`config.mk`:
```
export PLATFORM = sky130hd
export DESIGN_NAME = dpll_lock_detect
export DESIGN_NICKNAME = d
export VERILOG_FILES = /design/src/rtl/dpll_lock_detect.sv
export SDC_FILE = /design/constraint.sdc
export NUM_CORES = 1
export LEC_CHECK = 0
export ABC_AREA = 1
export ABC_CLOCK_PERIOD_IN_PS = 6300
export BUFFER_PORTS_ARGS = -buffer_cell sky130_fd_sc_hd__buf_2
export CORE_ASPECT_RATIO = 1.2
export CORE_MARGIN = 2
export CORE_UTILIZATION = 35
export DETAILED_ROUTE_END_ITERATION = 12
export PLACE_DENSITY = 0.56
export SLEW_MARGIN = 20
export SYNTH_ARGS = -nofsm -noshare
export SYNTH_HDL_FRONTEND = slang
export SYNTH_SLANG_ARGS = --single-unit
```
`constraint.sdc`:
```
create_clock -name clk -period 6.3 [get_ports clk]
set_input_delay 0.315 -clock clk [delete_from_list [all_inputs] [get_ports clk]]
set_output_delay 0.315 -clock clk [all_outputs]
set_load 0.02 [all_outputs]
```
`src/rtl/dpll_lock_detect.sv`:
```
module dpll_lock_detect #(
  parameter int unsigned PH_W     = 16,
  parameter int unsigned CFG_W    = 16,
  parameter int unsigned ADDR_W   = 16,
  parameter int unsigned DIV_LOG2 = 8,
  parameter int unsigned THR_ADDR = 'h0047,
  parameter int unsigned INT_ADDR = 'h0048,
  parameter int unsigned THR_INIT = 'h000F,
  parameter int unsigned INT_INIT = 'h2C00
) (
  input  logic              clk,
  input  logic              rst_n,
  input  logic              ph_valid,
  input  logic [PH_W-1:0]   ph_err,
  input  logic              tick,
  input  logic              cfg_wr,
  input  logic [ADDR_W-1:0] cfg_addr,
  input  logic [CFG_W-1:0]  cfg_wdata,
  output logic [CFG_W-1:0]  cfg_rdata,
  output logic              locked
);
  localparam int unsigned TMR_W = CFG_W + DIV_LOG2;
  localparam int unsigned CMP_W = (PH_W > CFG_W) ? PH_W : CFG_W;
  localparam logic [PH_W-1:0] PH_MIN = {1'b1, {(PH_W-1){1'b0}}};
  localparam logic [PH_W-1:0] PH_MAX = ~PH_MIN;
  localparam logic [ADDR_W-1:0] A_THR = ADDR_W'(THR_ADDR);
  localparam logic [ADDR_W-1:0] A_INT = ADDR_W'(INT_ADDR);

  logic [CFG_W-1:0] thr_q, int_q;
  logic [TMR_W-1:0] tmr_q;
  logic             run_q;

  logic [PH_W-1:0]  mag;
  logic [TMR_W-1:0] target, tmr_inc;
  logic             in_rng, qual, reached, hit_thr, hit_int;

  assign mag     = !ph_err[PH_W-1] ? ph_err :
                   (ph_err == PH_MIN) ? PH_MAX : (~ph_err + {{(PH_W-1){1'b0}}, 1'b1});
  assign in_rng  = CMP_W'(mag) <= CMP_W'(thr_q);
  assign qual    = locked ? !in_rng : in_rng;
  assign target  = locked ? TMR_W'(int_q) : {int_q, {DIV_LOG2{1'b0}}};
  assign reached = tmr_q >= target;
  assign tmr_inc = (&tmr_q) ? tmr_q : tmr_q + {{(TMR_W-1){1'b0}}, 1'b1};

  assign hit_thr = cfg_wr && (cfg_addr == A_THR);
  assign hit_int = cfg_wr && (cfg_addr == A_INT);

  assign cfg_rdata = (cfg_addr == A_THR) ? thr_q :
                     (cfg_addr == A_INT) ? int_q : '0;

  always_ff @(posedge clk or negedge rst_n) begin
    if (!rst_n) begin
      thr_q  <= CFG_W'(THR_INIT);
      int_q  <= CFG_W'(INT_INIT);
      tmr_q  <= '0;
      run_q  <= 1'b0;
      locked <= 1'b0;
    end else if (hit_thr || hit_int) begin
      if (hit_thr) thr_q <= cfg_wdata;
      if (hit_int) int_q <= cfg_wdata;
      tmr_q <= '0;
      run_q <= 1'b0;
    end else if (ph_valid) begin
      if (qual && reached) begin
        locked <= !locked;
        tmr_q  <= '0;
        run_q  <= 1'b0;
      end else if (qual) begin
        run_q <= 1'b1;
        tmr_q <= !run_q ? '0 : (tick ? tmr_inc : tmr_q);
      end else begin
        run_q <= 1'b0;
        tmr_q <= '0;
      end
    end else if (run_q && tick) begin
      tmr_q <= tmr_inc;
    end
  end
endmodule


```
==> flow_metrics.tcl <==
set metrics [dict create \
    worst-setup-path-type "primary input to flop" \
    ioPinCount 70 \
    crit_arrival_ns 4.02 \
    hold_buffers 0 \
    ys_seq_area_frac 0.308 \
    tightest_slew_ns 0.853 \
    synth_cells 697 \
    via_per_inst 4.84 \
    drt_wl_total_um 12900 \
    critPathMaxFanout 23 \
    root_buffer "clkbuf_16" \
    drt-pass1-iter-count 4 \
    antenna_found_initial 0 \
    clock_sinks 58 \
    worstPathRequired_ns 6.48 \
    antenna_left 0 \
    drc 0 \
    drive_above_1_share 0.153 \
    antennaDiodeCount 0 \
    slew_viol_final 0 \
    row_count 46 \
    post_drt_wl_per_cell_um 13.9 \
    synth-seq-cells 58 \
    layout.nets 853 \
    synth.top_cell.area_share 0.269 \
    cts_tree "done" \
    p_leak_nw 3.10 \
    cts_buffer_depth 2 \
    cts_buffers 9 \
    finalCriticalPeriod_ns 3.83 \
    area_delta_synth_final_pct 16.5 \
    synth_commonest_cells "226 x nand2_1, 83 x inv_1, 52 x o21ai_0" \
    die_x_um 110 \
    final_util 0.417 \
    clock_latency_ns 0.35 \
    synth_area_leader_cell "dfrtp_1" \
    slew_headroom 0.430 \
    synth.avg_cell_area_um2 6.80 \
    grt_use_total 0.193 \
    finalHoldViolCount 0 \
    yosysWarnings 0 \
    synth_most_common_cell "nand2_1" \
    fin_setup_tns_ns 0 \
    synth_flop_cell "dfrtp_1" \
    fin_crit_sh 0.609 \
    grt_setup_unrepaired "false" \
    outcome "complete, no violations" \
    synth_edf_count 0 \
    async_reset_ff_frac 1.00 \
    cts_max_level 3 \
    dpl.hpwl_um 10100 \
    core-area_um2 13200 \
    synth.area.top_cells "dfrtp_1 27%, nand2_1 18%, ha_1 11%" \
    cts.repair.resized 0 \
    first_global_vias 4480 \
    dieArea_um2 14500 \
    cts.clk_slew.worst_paths_ns 0.05 \
    start_util 0.358 \
    grt_pass1_wl_um 21600 \
    grt_overflow 0 \
    grt_max_degree 59 \
    setup-violations-final 0 \
    hold_path_class "primary input to asynchronous set/reset pin" \
    fin_skew_ns 0.00521 \
    maxCapViolations 0 \
    stdcell_area_um2 5520 \
    fmax_ghz 0.261 \
    io_buffers 69 \
    start_kind "primary input" \
    drt_iter0_drc 138 \
    syn_area_um2 4740 \
    powerDensity_nw_per_um2 205 \
    worstSetupEndpointType "flop" \
    vdd_drop_max_mv 0.124 \
    die_h_um 131 \
    vias 4507 \
    gp_congestion 0.901 \
    postCtsSetupRepairBufs 0 \
    ys_types 33 \
    place_area_um2 5200 \
    syn_nets 792 \
]
==> cells in the final DEF (no fill, tap or decap) <==
cell          n
clkbuf_1      1
nand2_4       2
nor3b_2       1
clkinvlp_4    1
clkinv_1      1
nand2_1     226
xor2_1       13
nand3b_1      5
nor3_1       16
o21ai_0      52
inv_2         1
or2_2        10
inv_1        83
nor2_1       47
nor2_2        2
clkbuf_16     9
nand2_2       3
nor3_2        2
clkinv_2      2
nand3_1      47
dfstp_2       7
buf_4         1
clkbuf_8      1
dfrtp_1      51
a21oi_1      18
ha_1         42
bufinv_16     2
o21a_1        4
o22ai_1      16
nand3_2       2
nor2_4        2
xnor2_1       6
nand4_1      15
o211ai_1      1
o31ai_1       1
buf_2        69
a21o_1        1
==> registers in the layout (all words and copies together) (netlist names) <==
register	cells
int_q	16
locked	1
run_q	1
thr_q	16
tmr_q	24
==> final cells by class <==
| type | count | area [um2] |
|---|---|---|
| Fill cell | 1413 | 7720 |
| Multi-Input combinational cell | 534 | 2860 |
| Sequential cell | 58 | 1460 |
| Timing Repair Buffer | 70 | 353 |
| Inverter | 85 | 319 |
| Clock buffer | 11 | 243 |
| Tap cell | 168 | 210 |
| Clock inverter | 5 | 77.6 |
==> critical path, cell delays in order <==
cell and delay [ns]:
buf_2 0.10, inv_1 0.07, ha_1 0.14, inv_1 0.05
nor3_1 0.13, inv_1 0.09, nor3_2 0.15, nand3_1 0.14
nand3b_1 0.26, nor3_2 0.30, inv_2 0.15, nand3_1 0.12
ha_1 0.24, a21oi_1 0.14, o21ai_0 0.10, a21oi_1 0.19
nand2_1 0.11, nand2_1 0.09, nand2_1 0.05, nand2_1 0.10
nand4_1 0.12, nand2_1 0.61, o21ai_0 0.23
==> routing by layer <==
metal | vias up | global-route usage | share of wire | routed length (um)
met1 | 2039 | 0.226 | 0.43 | 5580
met3 | 19 | 0.0506 | 0.038 | 492
met5 | - | 0 | 0 | 0
met2 | 73 | 0.329 | 0.51 | 6570
li1 | 2376 | - | - | -
met4 | 0 | 0.0757 | 0.020 | 257
==> path summary, 6_finish.rpt <==
| check | startpoint | endpoint | slack (ns) | cells after the start |
|---|---|---|---|---|
| setup / recovery | ph_err[1] | tmr_q[20] | 2.47 | 23 |
| hold / removal | rst_n | tmr_q[5] | 0.13 | 2 |
| setup reg to reg | locked | tmr_q[20] | 2.50 | 13 |
| hold reg to reg | thr_q[0] | thr_q[0] | 0.55 | 2 |
| max in group asynchronous | rst_n | int_q[14] | 5.69 | 2 |
| min in group clk | cfg_wdata[6] | thr_q[6] | 0.19 | 3 |
==> kinds of logic (layout without fill, tap and decap cells) <==
| family | Yosys count | after routing | share of synthesized area |
|---|---|---|---|
| buffers and inverters | 105 | 171 | 0.0887 |
| AND/OR/NAND/NOR | 380 | 380 | 0.351 |
| XOR/XNOR | 19 | 19 | 0.0351 |
| flip-flops | 58 | 58 | 0.308 |
| AO/OA/AOI/OAI | 93 | 93 | 0.106 |
| adder cells (fa/ha/maj) | 42 | 42 | 0.111 |
==> through the flow <==
step                      setup slack [ns]  total power (W)  instances  hold slack (ns)
after global routing                  2.04          0.00119        931            0.202
after CTS                             2.41          0.00114        931            0.161
after floorplan                       3.22         0.000543        697           0.0194
after global placement                2.26         0.000600        915            0.520
final                                 2.47          0.00113        931            0.132
after detailed placement              2.07         0.000603        915            0.527
==> where the power goes <==
part           switching, W  leakage (nW)  internal (W)
clock              0.000179         0.156      0.000355
combinational      0.000106          2.30     0.0000750
sequential        0.0000282         0.645      0.000388
total              0.000313          3.10      0.000818
No activity file was read; power rests on OpenSTA's default activity.
